### config.mk
export PLATFORM = sky130hd
export DESIGN_NAME = tod_timekeeper
export DESIGN_NICKNAME = d
export VERILOG_FILES = /design/src/rtl/tod_pkg.sv /design/src/rtl/tod_regfile.sv /design/src/rtl/tod_pps_edge.sv /design/src/rtl/tod_counter.sv /design/src/rtl/tod_timekeeper.sv
export SDC_FILE = /design/constraint.sdc
export NUM_CORES = 1
export LEC_CHECK = 0
export BUFFER_PORTS_ARGS = -buffer_cell sky130_fd_sc_hd__buf_4
export CAP_MARGIN = 10
export CORE_MARGIN = 2
export CORE_UTILIZATION = 50
export CTS_CLUSTER_SIZE = 10
export DETAILED_ROUTE_END_ITERATION = 10
export PLACE_DENSITY = 0.75
export RECOVER_POWER = 25
export SLEW_MARGIN = 20
export SYNTH_ARGS = -nofsm -noshare
export SYNTH_HDL_FRONTEND = slang
export SYNTH_SLANG_ARGS = --single-unit
### constraint.sdc
create_clock -name clk -period 3.89 [get_ports clk]
set_input_delay 0.778 -clock clk [delete_from_list [all_inputs] [get_ports clk]]
set_output_delay 0.778 -clock clk [all_outputs]
set_load 0.1 [all_outputs]
### src/rtl/tod_pkg.sv
package tod_pkg;
   // word indices relative to REG_BASE
   localparam int IX_SECS  = 0;
   localparam int IX_TICKS = 1;
   localparam int IX_FLAGS = 2;
   localparam int IX_IMM   = 3;
   localparam int IX_TPS   = 4;
   localparam int NUM_IX   = 5;

   localparam int FLAG_EDGE_BIT = 0;
   localparam int FLAG_SRC_BIT  = 1;
   localparam int IMM_BIT       = 0;

   typedef struct packed {
      logic rising;
      logic src_cable;
      logic now;
   } tod_mode_t;
endpackage

### src/rtl/tod_regfile.sv
module tod_regfile
   import tod_pkg::*;
#(
   parameter int ADDR_W = 8,
   parameter int DATA_W = 32,
   parameter int SECS_W = 32,
   parameter int TICKS_W = 32,
   parameter int unsigned REG_BASE = 32,
   parameter longint unsigned DEF_TPS = 64'd100000000
) (
   input  logic               clk,
   input  logic               rst,
   input  logic               wr_stb,
   input  logic [ADDR_W-1:0]  wr_addr,
   input  logic [DATA_W-1:0]  wr_data,
   output logic [SECS_W-1:0]  ld_secs,
   output logic [TICKS_W-1:0] ld_ticks,
   output logic [TICKS_W-1:0] tps,
   output tod_mode_t          mode,
   output logic               ticks_written
);
   logic [NUM_IX-1:0] hit;

   generate
      if (SECS_W > DATA_W || TICKS_W > DATA_W) begin : g_bad_w
         $error("tod_regfile: counter words wider than data bus");
      end
      for (genvar g = 0; g < NUM_IX; g++) begin : g_dec
         assign hit[g] = wr_stb && (wr_addr == ADDR_W'(REG_BASE + g));
      end
   endgenerate

   always_ff @(posedge clk) begin
      if (rst) begin
         ld_secs  <= '0;
         ld_ticks <= '0;
         tps      <= TICKS_W'(DEF_TPS);
         mode     <= '0;
      end else begin
         if (hit[IX_SECS])  ld_secs  <= wr_data[SECS_W-1:0];
         if (hit[IX_TICKS]) ld_ticks <= wr_data[TICKS_W-1:0];
         if (hit[IX_TPS])   tps      <= wr_data[TICKS_W-1:0];
         if (hit[IX_FLAGS]) begin
            mode.rising    <= wr_data[FLAG_EDGE_BIT];
            mode.src_cable <= wr_data[FLAG_SRC_BIT];
         end
         if (hit[IX_IMM])   mode.now <= wr_data[IMM_BIT];
      end
   end

   assign ticks_written = hit[IX_TICKS];
endmodule

### src/rtl/tod_pps_edge.sv
module tod_pps_edge #(
   parameter int NSRC = 2,
   parameter int STAGES = 2,
   parameter int SEL_W = (NSRC > 1) ? $clog2(NSRC) : 1
) (
   input  logic             clk,
   input  logic             rst,
   input  logic [NSRC-1:0]  pps_in,
   input  logic [SEL_W-1:0] src_sel,
   input  logic             rising,
   output logic             pps_hit
);
   logic [NSRC-1:0] rise_v;
   logic [NSRC-1:0] fall_v;

   generate
      if (STAGES < 2) begin : g_bad_stages
         $error("tod_pps_edge: at least two synchroniser stages required");
      end
      for (genvar s = 0; s < NSRC; s++) begin : g_src
         logic [STAGES-1:0] sh;
         logic              prev;
         always_ff @(posedge clk) begin
            if (rst) begin
               sh   <= '0;
               prev <= 1'b0;
            end else begin
               sh   <= {sh[STAGES-2:0], pps_in[s]};
               prev <= sh[STAGES-1];
            end
         end
         assign rise_v[s] =  sh[STAGES-1] & ~prev;
         assign fall_v[s] = ~sh[STAGES-1] &  prev;
      end
   endgenerate

   assign pps_hit = rising ? rise_v[src_sel] : fall_v[src_sel];
endmodule

### src/rtl/tod_counter.sv
module tod_counter #(
   parameter int SECS_W = 32,
   parameter int TICKS_W = 32
) (
   input  logic               clk,
   input  logic               rst,
   input  logic               arm_req,
   input  logic               immediate,
   input  logic               pps_hit,
   input  logic [SECS_W-1:0]  ld_secs,
   input  logic [TICKS_W-1:0] ld_ticks,
   input  logic [TICKS_W-1:0] tps,
   output logic [SECS_W-1:0]  cnt_secs,
   output logic [TICKS_W-1:0] cnt_ticks,
   output logic               armed,
   output logic               fire
);
   logic [TICKS_W-1:0] limit;
   logic               at_top;

   assign limit  = tps - 1'b1;
   assign at_top = (cnt_ticks >= limit);
   assign fire   = armed & (immediate | pps_hit);

   always_ff @(posedge clk) begin
      if (rst) begin
         cnt_secs  <= '0;
         cnt_ticks <= '0;
      end else if (fire) begin
         cnt_secs  <= ld_secs;
         cnt_ticks <= ld_ticks;
      end else if (at_top) begin
         cnt_secs  <= cnt_secs + 1'b1;
         cnt_ticks <= '0;
      end else begin
         cnt_ticks <= cnt_ticks + 1'b1;
      end
   end

   always_ff @(posedge clk) begin
      if (rst)          armed <= 1'b0;
      else if (arm_req) armed <= 1'b1;
      else if (fire)    armed <= 1'b0;
   end
endmodule

### src/rtl/tod_timekeeper.sv
module tod_timekeeper
   import tod_pkg::*;
#(
   parameter int ADDR_W = 8,
   parameter int DATA_W = 32,
   parameter int SECS_W = 32,
   parameter int TICKS_W = 32,
   parameter int unsigned REG_BASE = 32,
   parameter longint unsigned DEF_TPS = 64'd100000000,
   parameter int SYNC_STAGES = 2
) (
   input  logic               clk,
   input  logic               rst,
   input  logic               set_stb,
   input  logic [ADDR_W-1:0]  set_addr,
   input  logic [DATA_W-1:0]  set_data,
   input  logic               pps_local,
   input  logic               pps_cable,
   output logic [SECS_W-1:0]  rb_secs,
   output logic [TICKS_W-1:0] rb_ticks
);
   localparam int NSRC = 2;

   generate
      if (longint'(REG_BASE) + NUM_IX > (64'd1 << ADDR_W)) begin : g_bad_base
         $error("tod_timekeeper: settings window exceeds index space");
      end
   endgenerate

   logic [SECS_W-1:0]  ld_secs;
   logic [TICKS_W-1:0] ld_ticks;
   logic [TICKS_W-1:0] tps;
   tod_mode_t          mode;
   logic               tick_wr;
   logic               pps_hit;
   logic [SECS_W-1:0]  cnt_secs;
   logic [TICKS_W-1:0] cnt_ticks;
   logic               armed;
   logic               fire;

   tod_regfile #(
      .ADDR_W(ADDR_W), .DATA_W(DATA_W), .SECS_W(SECS_W), .TICKS_W(TICKS_W),
      .REG_BASE(REG_BASE), .DEF_TPS(DEF_TPS)
   ) u_regs (
      .clk(clk), .rst(rst), .wr_stb(set_stb), .wr_addr(set_addr), .wr_data(set_data),
      .ld_secs(ld_secs), .ld_ticks(ld_ticks), .tps(tps), .mode(mode),
      .ticks_written(tick_wr)
   );

   tod_pps_edge #(.NSRC(NSRC), .STAGES(SYNC_STAGES), .SEL_W(1)) u_pps (
      .clk(clk), .rst(rst), .pps_in({pps_cable, pps_local}),
      .src_sel(mode.src_cable), .rising(mode.rising), .pps_hit(pps_hit)
   );

   tod_counter #(.SECS_W(SECS_W), .TICKS_W(TICKS_W)) u_cnt (
      .clk(clk), .rst(rst), .arm_req(tick_wr), .immediate(mode.now), .pps_hit(pps_hit),
      .ld_secs(ld_secs), .ld_ticks(ld_ticks), .tps(tps),
      .cnt_secs(cnt_secs), .cnt_ticks(cnt_ticks), .armed(armed), .fire(fire)
   );

   always_ff @(posedge clk) begin
      if (rst) begin
         rb_secs  <= '0;
         rb_ticks <= '0;
      end else begin
         rb_secs  <= cnt_secs;
         rb_ticks <= cnt_ticks;
      end
   end
endmodule

; After elaboration in Yosys (flattened, before gate mapping)
; Cells that the tools add are included.
[word_totals]
ff_bits = 234
in_bits = 45
output_inout_bits = 64
wordCells = 53
[classes]
add_sub_neg = 3
n_lt_le_gt_ge = 2
eq_ne = 5
muxes = 11
n_bitwise = 10
reduce_logical = 7
[op_table]
columns = operator, count
row1 = $mux 32, 4
row2 = $add 32x1->32 const B, 2
row3 = $eq 8x6->1 const B, 5
row4 = $ge 32x32->1, 1
row5 = $sub 32x1->32 const B, 1
row6 = $mux 1, 7
row7 = $and 1x1->1, 5
row8 = $logic_and 1x1->1, 5
row9 = $not 1->1, 4
row10 = $reduce_bool 2->1, 2
row11 = $lt 1x2->1 const B, 1
row12 = $or 1x1->1, 1

; Longest topological paths before layout
[depth]
depth_word = 9
depth_mapped = 16
depth_no_buf = 15

; Modules after synthesis
; From an unflattened synthesis, not the netlist that was laid out.
[unflattened]
hier_cells = 1188
area_unflattened_um2 = 11288.3
[by_module_without_submodules]
columns = module, instances, cells_per_inst, area_each_um2, seq_area_each_um2
row1 = tod_counter, 1, 656, 5068.6, 1301.2
row2 = tod_regfile, 1, 378, 4098.9, 1981.9
row3 = tod_timekeeper, 1, 135, 1918.1, 1281.2
row4 = tod_pps_edge, 1, 19, 202.7, 120.1

; Worst setup path after synthesis
; Ideal clock, no wire load.
[synth_timing]
path_kind = reg2reg
startpoint = register u_regs.tps[9]
endpoint = register u_cnt.cnt_secs[20]
setup_ns = 0.117
t_arrival_ns = 3.869
setup_slack_ns = -0.096
path_stages_with_launch = 16
n_path_buf = 1
path_cell_list = dfxtp_1 or4_1 nor4_1 nand2_1 nor2_1 nand2_1 nor4_2 xnor2_1 ha_1 nand4_1 nor4_4 nor3b_1 a211o_1 buf_2 nand2_1 a32o_1
[synth_between]
elab_chain_cells = 3
[synth_rtl]
columns = item, line
row1 = from (decl), tod_regfile.sv:18  ; output logic [TICKS_W-1:0] tps,
row2 = from (signal assigned), tod_regfile.sv:37  ; tps <= TICKS_W'(DEF_TPS);
row3 = from (signal assigned), tod_regfile.sv:42  ; if (hit[IX_TPS]) tps <= wr_data[TICKS_W-1:0];
row4 = $sub 32x1->32, tod_counter.sv:21  ; assign limit = tps - 1'b1;
row5 = $ge 32x32->1, tod_counter.sv:22  ; assign at_top = (cnt_ticks >= limit);
row6 = $reduce_bool 2->1 (no source line), -
row7 = to (signal assigned), tod_counter.sv:30  ; cnt_secs <= ld_secs;
row8 = to (signal assigned), tod_counter.sv:33  ; cnt_secs <= cnt_secs + 1'b1;
row9 = to (decl), tod_counter.sv:13  ; output logic [SECS_W-1:0] cnt_secs,
; Every way passes these cells.
; A chain may end at the register's enable or synchronous reset.

; Final worst setup path
[layout_timing]
startpoint = register u_regs.tps[24]
endpoint = register u_cnt.cnt_ticks[8]
[layout_between]
elab_chain_cells = 4
[layout_rtl]
columns = item, line
row1 = $sub 32x1->32, tod_counter.sv:21
row2 = $ge 32x32->1, tod_counter.sv:22
row3 = $mux 32, tod_counter.sv:32  ; end else if (at_top) begin
row4 = $mux 32, tod_counter.sv:29  ; end else if (fire) begin
row5 = to (signal assigned), tod_counter.sv:31  ; cnt_ticks <= ld_ticks;
row6 = to (signal assigned), tod_counter.sv:36  ; cnt_ticks <= cnt_ticks + 1'b1;
row7 = to (decl), tod_counter.sv:14  ; output logic [TICKS_W-1:0] cnt_ticks,
; Every way passes these cells.

==> impl_results.md <==
* Nets at 1408
* Bufs and invs on worst path at 3
* Status: complete, but fails checks
* Required @ worst endpoint at ~4.2 ns
* Cts bufs inserted at 28
* Post-DP HPWL at roughly 17000 um
* Cell family with the largest share of critical-path delay: simple AND/OR/NAND/NOR gates
* Synth async-reset ratio at 0%
* NetSw at 1.02 mW
* Die H at 146 um
* Combinational share of power at 3.0%
* CP arrival at between 4 and 5 ns
* Synthesis-stage register bit count at 234
* Initial DRC count at 690
* Leak at 4.81 nW
* Remaining DRCs at 0
* Post-Place Cells at 1562
* Unrepaired setup endpoints after global routing: yes
* Final min period at 3.90 ns
* Clock power share at between 40% and 50%
* Switching share of total power at 21.1%
* CTS tree: built
* CP max FO at 11
* Min-Delay Startpoint: u_pps.g_src[0].sh[1]$_SDFF_PP0_
* Grt total ovfl at 0
* Commonest non-fill, non-tap cells in the layout: 263 x nand2_1, 233 x dfxtp_1, 136 x buf_4
* Largest net degree at the start of global routing at 95
* Startpoint Class: flip-flop
* Critical Path Slowest Stage Cell: or4_1
* Reg power frac at between 50% and 60%
* GRT Overall Usage at approximately 23%
* Layout Cells excl Fill at 1603
* Final setup margin at -0.0121 ns
* Max Freq at 256 MHz
* Vias per cell at 5.56
* Design Area, Final at 12400 um^2
* Final Hold Fails at 0
* CP Cell Sequence: or4_1 -> or4_1 -> nor3_2 -> xnor2_1 -> ha_1 -> nand4_1 -> buf_4 -> nor4_4 -> nor3b_4 -> a211oi_4 -> buf_4 -> clkbuf_16 -> a22oi_1 -> nor2_1
* Worst-path clk slew at 0.05 ns
* Slew @ Worst Pin at roughly 1.3 ns
* Clock Latency Late Sink at 0.53 ns
* Power Density at a little under 400 nW/um^2
* Yosys cell types at 53
* Reg-to-reg critical path endpoint: u_cnt.cnt_ticks[8]$_SDFF_PP0_
* Fin Hold WS at 0.446 ns
* GP Congestion at 0.878
* R2R Setup Slk at -0.01 ns
* Htree depth at 1
* Most common cell after layout, fill and taps aside: nand2_1
* Headroom to the max-slew limit at 13.3%
* Post-synth EDFFs at 0
* Slowest stage delay, CP at 0.67 ns
* Mapped cell area at ~10000 um^2
* Met2 global-route usage at 36.7%
* Worst hold-check path type: flip-flop to flip-flop
* Syn Nets at approximately 1300
* CP Class: flip-flop to flip-flop
* WL/cell at 16.1 um
* FF-to-FF path depth at 14
* Ports at 109
* Starting Density at roughly 51%
* Sequential area share after synthesis at 46.3%
* Internal at 3.79 mW
* Final period util at 100%
* Post-route ant nets at 0
* Initial antenna violation count at 0
* Maximum vdd ir drop at 274 uV
* Post-CTS Hold Buffers at 0
* Clk Tree Root Cell: clkbuf_16
* Worst Setup End Kind: flip-flop
* Hold path endpoint: u_pps.g_src[0].prev$_SDFF_PP0_
* DRT Pass-1 Iters at 5
* Worst clock skew at 0.0211 ns
* # clock sinks at 234
* Core Rows at 52
* Final WL at around 26000 um
* Met3 Usage GRT at 2.97%
* N_diodes at 0
* DR vias at 8919
* Synth warn at 0
* Post-DP Area at 11300 um^2
* Post-synthesis cell count at between 1000 and 1500
* Hold Crit Depth at 2
* Setup Viol. Count Final at 7
* Fraction of layout instances using a drive strength above 1 at 18.1%
* CORE AREA at 20000 um^2
* Top Usage Layer GRT: met2
* Maximum buffer depth of the clock tree at 3
* Setup TNS Final at -0.0349 ns
* Reg-to-Reg Start: u_regs.tps[24]$_SDFFE_PP1P_
* Main synth FF type: dfxtp_1
* Area delta synth->final at 22.6%
* Failing checks: setup timing
* Mean post-synth cell area at 8.30 um^2
* Met1 Usage GRT at 33.2%
* Die area at 21400 um^2
* Max-Cap Viols at 0
* Vias in the first global route at approximately 8100
* Slew Viols, Final at 0
* Port Buffers at 108
* Global-route wire length before repair at 40800 um
* Total design power at 4.80 mW
* Die X at 146 um
-- tightest hold or removal path, stage by stage, from the launching register on --
cell and delay [ns]:
dfxtp_1 0.30, inv_1 0.06, nor2_1 0.04
-- power groups by stage --
stage          Sequential [mW]  Clock [mW]  Combinational, mW
4_1_cts                   2.41        2.29              0.139
3_5_place_dp              2.46           0              0.139
5_1_grt                   2.41        2.40              0.150
2_1_floorplan             2.47           0             0.0524
6_report                  2.41        2.25              0.142
3_3_place_gp              2.46           0              0.138
-- metal layers --
metal | vias to the layer above | routed length, um
met3 | 50 | 1680
li1 | 4381 | -
met5 | - | 0
met2 | 305 | 11800
met4 | 0 | 556
met1 | 4183 | 11700
-- final cells by class --
cell class                 count  area [um^2]
fill                        1728         7630
tap                          270          338
timing repair buffer         145         1170
inverter                      14         52.6
multi-input combinational    905         5400
clock buffer                  33          751
sequential                   234         4690
clock inverter                 2         13.8
-- synth_stat cells (all sizes together) (2+ instances only) --
| cell type | count | area share, % |
|---|---|---|
| and3 | 11 | 0.68 |
| nand2b | 3 | 0.19 |
| a22oi | 33 | 2.4 |
| dfxtp | 234 | 46 |
| nor3b | 3 | 0.22 |
| nor2 | 88 | 3.3 |
| clkbuf | 57 | 2.1 |
| a22o | 3 | 0.26 |
| or4 | 4 | 0.30 |
| xnor2 | 42 | 3.6 |
| nand4 | 21 | 1.4 |
| a32o | 2 | 0.20 |
| ha | 35 | 4.3 |
| a21oi | 126 | 6.2 |
| buf | 9 | 0.45 |
| nand3 | 37 | 1.8 |
| and4 | 4 | 0.35 |
| or2 | 5 | 0.31 |
| o21ai | 32 | 1.6 |
| and2 | 5 | 0.31 |
| o21a | 2 | 0.15 |
| a311oi | 2 | 0.17 |
| nor3 | 26 | 1.3 |
| or3 | 5 | 0.31 |
| inv | 14 | 0.52 |
| nor4b | 3 | 0.32 |
| nand2 | 266 | 9.9 |
| xor2 | 25 | 2.2 |
| a221oi | 3 | 0.26 |
| o211ai | 6 | 0.45 |
| nand3b | 2 | 0.15 |
| a31oi | 3 | 0.19 |
| nor4 | 16 | 1.5 |
| o31ai | 16 | 1.2 |
| nor2b | 63 | 3.9 |
| a211oi | 2 | 0.27 |
-- repair_timing --
action / 4_1_cts / 5_1_grt
gates resized for setup: 15 / 44
setup endpoints to repair: 54 / 64
buffers inserted: 3 / 2
cloned: 1 / 1
pin swaps: 8 / 23
-- registers in the layout, summed over array words and instances (netlist names), 2 cells and up --
signal / flops
u_cnt.cnt_ticks: 32
rb_secs: 32
u_pps.g_src.prev: 2
u_regs.mode: 3
u_regs.tps: 32
u_cnt.cnt_secs: 32
u_regs.ld_ticks: 32
u_regs.ld_secs: 32
u_pps.g_src.sh: 4
rb_ticks: 32
-- how the worst max path moves through the flow --
| stage | from | cells past startpoint | end |
|---|---|---|---|
| 2_1_floorplan | u_regs.tps[9]$_SDFFE_PP0P_ | 15 | u_cnt.cnt_secs[20]$_SDFFE_PP0P_ |
| 4_1_cts | u_regs.tps[9]$_SDFFE_PP0P_ | 17 | u_cnt.cnt_secs[15]$_SDFFE_PP0P_ |
| 6_report | u_regs.tps[24]$_SDFFE_PP1P_ | 14 | u_cnt.cnt_ticks[8]$_SDFF_PP0_ |
| 3_5_place_dp | u_regs.tps[9]$_SDFFE_PP0P_ | 16 | u_cnt.cnt_secs[29]$_SDFFE_PP0P_ |
| 3_3_place_gp | u_regs.tps[9]$_SDFFE_PP0P_ | 16 | u_cnt.cnt_secs[29]$_SDFFE_PP0P_ |
| 5_1_grt | u_regs.tps[11]$_SDFFE_PP0P_ | 17 | u_cnt.cnt_secs[23]$_SDFFE_PP0P_ |
-- cells by family after synthesis --
| logic type | Yosys count | synth area share [%] |
|---|---|---|
| and+or+nand+nor | 564 | 26.3 |
| muxes | 1 | 0.0989 |
| DFF | 234 | 46.3 |
| buffers and inverters | 80 | 3.08 |
| AOI/OAI and AO/OA | 238 | 14.1 |
| adders and majority gates | 35 | 4.33 |
| xor gates and xnor gates | 67 | 5.80 |
-- through the flow --
stage | util [%] | worst slack (ns)
6_report | 61.9 | -0.0121
2_1_floorplan | - | 0.0306
3_5_place_dp | 56.5 | -0.0968
3_3_place_gp | 56.5 | 0.00489
5_1_grt | 61.9 | -0.187
4_1_cts | 60.9 | 0.00255
(Power assumes the default switching activity.)
